===== src/rtl/sync_pin_router.sv =====
module sync_pin_router #(
  parameter int CW = 12
) (
  input  logic          clk,
  input  logic          rst,
  input  logic [11:0]   ctrl_word,
  input  logic [CW-1:0] hcount,
  input  logic [CW-1:0] vcount,
  input  logic [CW-1:0] hwin_start,
  input  logic [CW-1:0] hwin_end,
  input  logic [CW-1:0] vwin_start,
  input  logic [CW-1:0] vwin_end,
  input  logic [CW-1:0] vint_on,
  input  logic [CW-1:0] vint_off,
  input  logic          h_blank,
  input  logic          h_sync,
  input  logic          v_blank,
  input  logic          v_sync,
  input  logic          c_sync,
  output logic          pin_vcblank,
  output logic          pin_vcsync,
  output logic          pin_hbl,
  output logic          pin_hsv
);

  logic [2:0] sel;
  logic [3:0] pol;
  logic       h_open, v_open, vint_open;
  logic [3:0] active, pin_d, pin_q;

  assign sel = ctrl_word[2:0];
  assign pol = ctrl_word[8:5];

  assign h_open    = (hcount >= hwin_start) && (hcount < hwin_end);
  assign v_open    = (vcount >= vwin_start) && (vcount < vwin_end);
  assign vint_open = (vcount >= vint_on)    && (vcount < vint_off);

  assign active[0] = sel[0] ? v_blank : (h_blank | v_blank);
  assign active[1] = sel[1] ? v_sync  : c_sync;
  assign active[2] = sel[0] ? h_blank : (sel[2] ? (h_open & v_open) : h_open);
  assign active[3] = sel[1] ? h_sync  : (sel[2] ? vint_open : v_open);

  assign pin_d = active ^ ~pol;

  always_ff @(posedge clk or posedge rst) begin
    if (rst) pin_q <= '0;
    else     pin_q <= pin_d;
  end

  assign pin_vcblank = pin_q[0];
  assign pin_vcsync  = pin_q[1];
  assign pin_hbl     = pin_q[2];
  assign pin_hsv     = pin_q[3];

endmodule


===== config.mk =====
export PLATFORM = sky130hd
export DESIGN_NAME = sync_pin_router
export DESIGN_NICKNAME = d
export VERILOG_FILES = /design/src/rtl/sync_pin_router.sv
export SDC_FILE = /design/constraint.sdc
export NUM_CORES = 1
export LEC_CHECK = 0
export BUFFER_PORTS_ARGS = -buffer_cell sky130_fd_sc_hd__buf_2
export CAP_MARGIN = 20
export CORE_MARGIN = 4
export CORE_UTILIZATION = 45
export CTS_BUF_LIST = sky130_fd_sc_hd__clkbuf_8
export DETAILED_ROUTE_END_ITERATION = 10
export GPL_ROUTABILITY_DRIVEN = 0
export PLACE_DENSITY = 0.83
export SYNTH_ARGS = -nofsm -noshare
export SYNTH_HDL_FRONTEND = slang
export SYNTH_SLANG_ARGS = --single-unit

===== constraint.sdc =====
create_clock -name clk -period 1.2 [get_ports clk]
set_clock_uncertainty 0.2 [all_clocks]
set_input_delay 0.24 -clock clk [delete_from_list [all_inputs] [get_ports clk]]
set_output_delay 0.24 -clock clk [all_outputs]
set_load 0.005 [all_outputs]

# Yosys cells after proc, flatten, opt, wreduce, memory -nomap -nowiden
# Cells that the tools add are included.
dict set report totals {
  ff_bits 4
  output_inout_bits 4
}
dict set report op_classes {
  magnitude_cmp 6
  mux 6
  n_bitwise 4
  n_reduce_logical 3
}
# op n
set op_table {}
lappend op_table {{$ge 12x12->1} 3}
lappend op_table {{$lt 12x12->1} 3}
lappend op_table {{$mux 1} 6}
lappend op_table {{$not 4->4} 1}
lappend op_table {{$xor 4x4->4} 1}
lappend op_table {{$logic_and 1x1->1} 3}
lappend op_table {{$and 1x1->1} 1}
lappend op_table {{$or 1x1->1} 1}

# Logic depth before layout (Yosys ltp)
# Gate-level depths: netlist of the first run.
dict set report logic_depth {
  depth_word 6
  mapped_depth 9
  ltp_nobuf 9
}

# Least setup slack after synthesis of the first run
# No wires, ideal clock.
dict set report synth_path {
  path_kind {input port to flip-flop}
  start {in hcount[0]}
  end {reg pin_q[2]}
  setup_ps 80
  arrival_ps 1946
  required_ps 920
  path_slack_ps -1026
  path_stages 9
  path_cell_list {inv_1 > ha_1 > nand2b_1 > a2111oi_1 > a2111oi_0 > a2111oi_0 > or4_1 > a22oi_2 > xnor2_1}
}
dict set report synth_between {
  elab_chain_cells 6
  elab_cells_between_ends 7
  classes_between {2 x order compare; 2 x mux; 2 x bitwise; 1 x reduce/logical}
}
# item line_no
set synth_lines {}
lappend synth_lines {{from (decl)} 7} ;# input logic [CW-1:0] hcount,
lappend synth_lines {{$ge 12x12->1 or $lt 12x12->1 (tied branches)} 34} ;# assign h_open = (hcount >= hwin_start) && (hcount < hwin_end);
lappend synth_lines {{$logic_and 1x1->1 (*)} 34}
lappend synth_lines {{$and 1x1->1} 40} ;# assign active[2] = sel[0] ? h_blank : (sel[2] ? (h_open & v_open) : h_open);
lappend synth_lines {{$mux 1 (*) (2 in series)} 40}
lappend synth_lines {{$xor 4x4->4 (*)} 43} ;# assign pin_d = active ^ ~pol;
lappend synth_lines {{net pin_d[2]} 29} ;# logic [3:0] active, pin_d, pin_q;
lappend synth_lines {{to (signal assigned)} 47} ;# else pin_q <= pin_d;
lappend synth_lines {{to (decl)} 29}
# The timed path passes the listed nets; every way through them passes the cells marked *.

# Worst setup path in the final report of the first run
dict set report layout_path {
  start {in hwin_start[10]}
  end {reg pin_q[2]}
}
dict set report layout_between {
  elab_chain_cells 6
}
# item line_no
set layout_lines {}
lappend layout_lines {{from (decl)} 9} ;# input logic [CW-1:0] hwin_start,
lappend layout_lines {{$ge 12x12->1 (*)} 34}
lappend layout_lines {{$logic_and 1x1->1 (*)} 34}
lappend layout_lines {{$and 1x1->1} 40}
lappend layout_lines {{$mux 1 (*) (2 in series)} 40}
lappend layout_lines {{$xor 4x4->4 (*)} 43}
lappend layout_lines {{net pin_d[2]} 29}
# Marked as above.

==> summary.md, run 1 <==
| Metric | Value |
|---|---|
| Count of pins over their slew limit | 0 |
| Residual DRC count | 0 |
| Area enclosed by the die boundary | 5260 um^2 |
| Die Ht | 72.5 um |
| Sequential cell area fraction in the yosys report | 5.34% |
| Placeable core area | 4000 um^2 |
| Seq pwr share | 11.2% |
| Flops & latches, synth | 4 |
| Final layout net count | 577 |
| Maximum achievable frequency | 469 MHz |
| Element type at the critical path end | flip-flop |
| Drt pass-1 iters | 4 |
| Wire length of the first global-routing pass | 9.62 mm |
| Total global-route track usage | 22.7% |
| Crit path cell chain | buf_6, inv_12, ha_4, nand4_1, a2111oi_4, a2111oi_2, or4_1, a22oi_2, xnor2_1 |
| Synth async-reset ratio | 100% |
| Post-synth top cells | inv_1, ha_1, a21oi_1, nor2_1, o21ai_0 |
| Overflow left after global routing | 0 |
| Number of port buffers | 113 |
| Synthesis Warnings | 0 |
| Detail Route Antenna Nets | 0 |
| Max-cap violation count | 0 |
| Post-synth design cell area | 1870 um^2 |
| Top-level port count | 119 |
| Most used standard cell by instance count after synthesis | inv_1 |
| Buffer depth of the longest clock path | 2 |
| Number of H-tree branching levels | 1 |
| Hpwl dp | 5.37 mm |
| Mapped Nets | 438 |
| Cell at the slowest stage of the critical path | or4_1 |
| DRT iter0 DRCs | 36 |
| Hold EP | pin_q[2] |
| Maximum number of pins on one net before global-route repair | 5 |
| Result of the run | finished with violations |
| Vias | 2231 |
| Final hold slack | 0.0111 ns |
| Via count of the first global-routing pass | 2304 |
| Top flip-flop cell by instance count after synthesis | dfrtp_1 |
| Number of diodes added for antenna fixing | 0 |
| Fraction of power spent switching nets | 37.2% |
| Category of the worst setup path launch point | primary input |
| Worst-path clk slew | 0.03 ns |
| Via density per instance | 5.06 |
| Min-delay src | ctrl_word[7] |
| Hold Path Cell Cnt | 2 |
| Combinational power share | 69.1% |
| Top delay family on crit path | compound AO/OA/AOI/OAI gates |
| Violated checks | setup timing |
| Average cell area after synthesis | 7.38 um^2 |
| # fillers | 290 |
| Post-CTS setup repair buffer count | 0 |
| Post-synth cell types | 33 |
| Top cells by area in the synthesized netlist | ha_1, inv_1, dfrtp_1, a21oi_1, o21ai_0 |
| Cell-internal power | 890 uW |
| Routed length per placed instance | 14.2 um |
| Critical path type | in2reg |
| Min-Delay Path Class | in2reg |
| Delay of the slowest cell on the worst path | 0.43 ns |
| Worst endpoint data arrival time | 2.06 ns |
| Clock group share of total power | 19.7% |
| Hold Vio Cnt, Final | 0 |
| Antenna violations before repair | 0 |
| Final critical path time including I/O delays and setup | 2.13 ns |
| Final critical-path setup slack | -0.930 ns |
| CTS sink cnt | 4 |
| Starting Density | 46.9% |
| Total power | 1.42 mW |
| Post-detailed-routing wire length | 6.27 mm |
| EDFF count, synth | 0 |
| Unrepaired setup endpoints after global routing | yes |
| Max rail drop VDD | 274 uV |
| Power Density | 458 nW/um^2 |
| Core utilization of the finished layout | 77.3% |
| Final Cycle Share | 178% |
| Largest register by flop count | pin_q |
| Tightest slew margin relative to the limit | 72.8% |
| Site row count | 23 |
| Portion of synthesized cell area occupied by the leading cell type | 46.1% |
| Layout Area Growth over Synthesis | 65.0% |
| Root Buffer Master | clkbuf_8 |
| Count of endpoints failing setup in the final report | 2 |
| Die boundary width | 72.5 um |
| Cell type contributing the most total cell area after synthesis | ha_1 |
| Cts bufs inserted | 3 |
| Clock tree from TritonCTS | yes |
| Aggregate negative setup slack | -1.58 ns |
| Syn Inst Count | 254 |
| Number of flip-flops under the largest register name | 4 |
| Actual transition at the worst max-transition pin | 0.406 ns |
| Buffers and inverters on the worst path | 2 |
| Reported net switching power | 526 uW |
| Static leakage power | 1.77 nW |
| Critical Path RT | 1.13 ns |
| Critical path peak fanout | 2 |
| Fraction of final layout cells sized beyond drive strength 1 | 44.0% |
| Largest registers in the final layout | pin_q x4 |
## how the worst max path moves through the flow
stage / from / end / slack [ns] / depth (start not counted)
floorplan: hwin_start[10] / pin_q[2] / -0.79 / 8
global placement: hwin_start[10] / pin_q[2] / -1.07 / 9
detailed placement: hwin_start[10] / pin_q[2] / -1.22 / 9
CTS: hcount[10] / pin_q[2] / -0.87 / 8
global route: hcount[9] / pin_q[2] / -1.03 / 8
finish: hwin_start[10] / pin_q[2] / -0.93 / 9
## cells by family (layout without fill, tap and decap cells)
family / count (synthesis) / in the layout / share of synthesized area [%]
AND/OR/NAND/NOR: 48 / 48 / 12.8
buffers and inverters: 74 / 211 / 14.8
AO/OA/AOI/OAI: 54 / 54 / 18.6
adder cells (fa/ha/maj): 69 / 69 / 46.1
XOR/XNOR: 4 / 4 / 1.87
multiplexers: 1 / 1 / 0.534
flip-flops: 4 / 4 / 5.34
## area by class of cell
type / instances / area (um^2) / area share, %
Sequential cell: 4 / 100 / 3.24
Multi-Input combinational cell: 176 / 1730 / 55.9
Tap cell: 50 / 62.6 / 2.02
Inverter: 74 / 330 / 10.7
Clock buffer: 3 / 41.3 / 1.33
Timing Repair Buffer: 134 / 830 / 26.8
## what timing repair did
item                       CTS  global route
setup endpoints to repair    2             2
hold endpoints to repair     4             0
hold buffers                 1             0
pin swaps                   12             2
gates cloned                 0             0
resized for setup           32             6
## power by group through the flow
stage / logic [mW] / registers (mW) / clock network, mW
2_1_floorplan: 0.442 / 0.163 / 0
3_3_place_gp: 0.837 / 0.160 / 0
3_5_place_dp: 0.889 / 0.161 / 0
4_1_cts: 0.949 / 0.160 / 0.286
5_1_grt: 1.10 / 0.162 / 0.303
6_report: 0.978 / 0.159 / 0.279
## cells in the final DEF (no fill, tap or decap), types with 2 or more instances in the layout
master,instances
inv_12,2
ha_4,13
clkbuf_8,3
buf_2,97
buf_6,15
xnor2_1,2
inv_1,59
inv_2,5
a2111oi_4,2
nor3_1,2
nand4_1,10
o21ai_0,10
o311ai_2,2
a21oi_1,19
nand3_1,2
ha_1,56
nand2_1,6
a211oi_1,2
nand2b_1,2
nor2b_1,5
buf_4,20
xor2_1,2
o21ai_1,3
nor2_1,17
dfrtp_1,4
inv_4,6
a21o_1,4
## routing by layer
layer	vias up	track usage [%]	routed length [um]
met1	986	23.7	2260
met3	14	2.35	335
met4	0	7.58	112
met2	83	45.8	3570
li1	1148	-	-
met5	-	0	0
## per-stage QoR
stage               setup WS (ns)  instances  area (um^2)
floorplan                  -0.789        254         2100
global placement            -1.07        437         2880
detailed placement          -1.22        437         2880
CTS                        -0.873        441         3060
global route                -1.03        441         3090
finish                     -0.930        441         3090
Note: power is estimated with default switching activity, not from simulation.
==> run 2, diff against run 1 <==
--- a/config.mk
+++ b/config.mk
@@ -13,6 +13,7 @@
 export DETAILED_ROUTE_END_ITERATION = 10
 export GPL_ROUTABILITY_DRIVEN = 0
 export PLACE_DENSITY = 0.83
+export SETUP_SLACK_MARGIN = 0.1
 export SYNTH_ARGS = -nofsm -noshare
 export SYNTH_HDL_FRONTEND = slang
 export SYNTH_SLANG_ARGS = --single-unit
==> constraint.sdc (replaced) <==
create_clock -name clk -period 1.2 [get_ports clk]
set_clock_uncertainty 0.2 [all_clocks]
set_input_delay 0.18 -clock clk [delete_from_list [all_inputs] [get_ports clk]]
set_output_delay 0.18 -clock clk [all_outputs]
set_load 0.005 [all_outputs]
==> summary.md, run 2 (synthesis gave the netlist of run 1 again) <==
| Metric | Value |
|---|---|
| Result of the run | finished with violations (unchanged) |
| Violated checks | hold timing, setup timing (was setup timing) |
| Count of pins over their slew limit | 0 (unchanged) |
| Die boundary width | 72.5 um (unchanged) |
| Number of port buffers | 113 (unchanged) |
| Static leakage power | 1.78 nW (was 1.77 nW) |
| Hold Vio Cnt, Final | 2 (was 0) |
| Worst slack at placement | -1.16 ns (was -1.22 ns) |
| Critical path type | in2reg (unchanged) |
| Final Cycle Share | 168% (was 178%) |
| Critical Path RT | 1.13 ns (about the same) |
| Count of endpoints failing setup in the final report | 2 (unchanged) |
| Buffer depth of the longest clock path | 2 (unchanged) |
| Antenna violations before repair | 0 (unchanged) |
| Combinational power share | 69.3% (was 69.1%) |
| Drt pass-1 iters | 4 (unchanged) |
| Worst endpoint data arrival time | 1.94 ns (was 2.06 ns) |
| Placeable core area | 4000 um^2 (unchanged) |
| Number of diodes added for antenna fixing | 0 (unchanged) |
| Routed length per placed instance | 13.8 um (was 14.2 um) |
| Actual transition at the worst max-transition pin | 0.351 ns (was 0.406 ns) |
| Maximum number of pins on one net before global-route repair | 5 (unchanged) |
| Post-detailed-routing wire length | 6.12 mm (was 6.27 mm) |
| Final layout net count | 579 (was 577) |
| Layout Area Growth over Synthesis | 66.1% (was 65.0%) |
| Number of H-tree branching levels | 1 (unchanged) |
| Largest registers in the final layout | pin_q x4 (unchanged) |
| Clock tree from TritonCTS | yes (unchanged) |
| Max rail drop VDD | 392 uV (was 274 uV) |
| DRT iter0 DRCs | 77 (was 36) |
| Min-Delay Path Class | in2reg (unchanged) |
| Fraction of final layout cells sized beyond drive strength 1 | 44.3% (was 44.0%) |
| Site row count | 23 (unchanged) |
| Via count of the first global-routing pass | 2400 (was 2304) |
| Maximum achievable frequency | 497 MHz (was 469 MHz) |
| Critical path peak fanout | 2 (unchanged) |
| Power Density | 452 nW/um^2 (was 458 nW/um^2) |
| CTS sink cnt | 4 (unchanged) |
| Die Ht | 72.5 um (unchanged) |
| Total global-route track usage | 22.7% (about the same) |
| Max-cap violation count | 0 (unchanged) |
| Worst-path clk slew | 0.03 ns (about the same) |
| Category of the worst setup path launch point | primary input (unchanged) |
| Wire length of the first global-routing pass | 9.74 mm (was 9.62 mm) |
| Top library cells by usage in the layout, fill and taps aside | buf_2, inv_1, ha_1, buf_4, a21oi_1 (unchanged) |
| Final hold slack | -0.0399 ns (was 0.0111 ns) |
| Area occupied by multi-input gates | 1730 um^2 (about the same) |
| Area enclosed by the die boundary | 5260 um^2 (unchanged) |
| Unrepaired setup endpoints after global routing | yes (unchanged) |
| Aggregate negative setup slack | -1.36 ns (was -1.58 ns) |
| Post-CTS setup repair buffer count | 0 (unchanged) |
| Overflow left after global routing | 0 (unchanged) |
| Seq pwr share | 11.3% (was 11.2%) |
| Post-placement cell count | 437 (unchanged) |
| Element type at the critical path end | flip-flop (unchanged) |
| Number of hold buffers added after cts | 3 (was 1) |
| Clock group share of total power | 19.4% (was 19.7%) |
| Fraction of power spent switching nets | 36.8% (was 37.2%) |
| Detail Route Antenna Nets | 0 (unchanged) |
| Root Buffer Master | clkbuf_8 (unchanged) |
| Final critical-path setup slack | -0.810 ns (was -0.930 ns) |
| Tightest slew margin relative to the limit | 76.6% (was 72.8%) |
| Cell-internal power | 890 uW (about the same) |
| Reported net switching power | 518 uW (was 526 uW) |
| Via density per instance | 5.05 (was 5.06) |
| Final non-filler cell total | 443 (was 441) |
| Vias | 2239 (was 2231) |
| Starting Density | 46.9% (unchanged) |
| Largest register by flop count | pin_q (unchanged) |
| Number of flip-flops under the largest register name | 4 (unchanged) |
| # fillers | 287 (was 290) |
| Most common cell after layout, fill and taps aside | buf_2 (unchanged) |
| Cts bufs inserted | 3 (unchanged) |
| Final critical path time including I/O delays and setup | 2.01 ns (was 2.13 ns) |
| Total power | 1.41 mW (was 1.42 mW) |
| Hpwl dp | 5.44 mm (was 5.37 mm) |
| Residual DRC count | 0 (unchanged) |
| Footprint of the flip-flops and latches | 100 um^2 (unchanged) |
| Top-level port count | 119 (unchanged) |
[run 2: changes by cell type in the layout (fill, tap and decap cells not counted)]
cell	change
buf_6	-1
inv_2	+1
a21oi_2	+1
inv_1	-1
a21oi_1	-1
dlygate4sd3_1	+2
buf_4	+1
[run 2: path summary, 6_finish.rpt]
path                       slack (ns)          from  endpoint  cells past startpoint
min in group asynchronous        0.21           rst  pin_q[3]                      3
min                             -0.04  ctrl_word[6]  pin_q[1]                      2
max in group asynchronous        0.45           rst  pin_q[1]                      3
max                             -0.81    hcount[10]  pin_q[2]                      8
[run 2: area by class of cell]
type / instances / share of cell area, %
multi-input cells: 176 / 55.7
inverters: 74 / 10.6
flip-flops and latches: 4 / 3.22
repair buffers: 136 / 27.2
well taps: 50 / 2.01
clock buffers: 3 / 1.33
[run 2: metrics by stage]
step	util [%]	area (um^2)
after floorplan	-	2100
after global placement	72.0	2880
after detailed placement	72.0	2880
after CTS	76.9	3080
after global routing	77.8	3110
final	77.8	3110
[run 2: worst max-delay path: stages]
cell and delay, ns:
buf_4 0.13, ha_4 0.26, nand4_1 0.16, a2111oi_4 0.36
a2111oi_1 0.08, or4_1 0.44, a22oi_2 0.19, xnor2_1 0.14
[run 2: timing repair]
item	CTS	global route
setup endpoints to repair	2	2
pin swaps	11	0
resized for setup	32	6
hold endpoints to repair	8	1
[run 2: power groups by stage]
stage / registers, mW / logic, mW / clock network (mW)
after floorplan: 0.163 / 0.442 / 0
after global placement: 0.160 / 0.837 / 0
after detailed placement: 0.161 / 0.890 / 0
after CTS: 0.160 / 0.954 / 0.280
after global routing: 0.162 / 1.10 / 0.292
final: 0.159 / 0.975 / 0.274
[run 2: routing by layer]
metal  global-route usage (%)  vias to the layer above  part of all wire [%]
li1                         -                     1151                     -
met1                     21.8                      989                    35
met2                     47.4                       80                    56
met3                     2.77                       19                   6.3
met4                     8.20                        0                   2.7
met5                        0                        -                     0
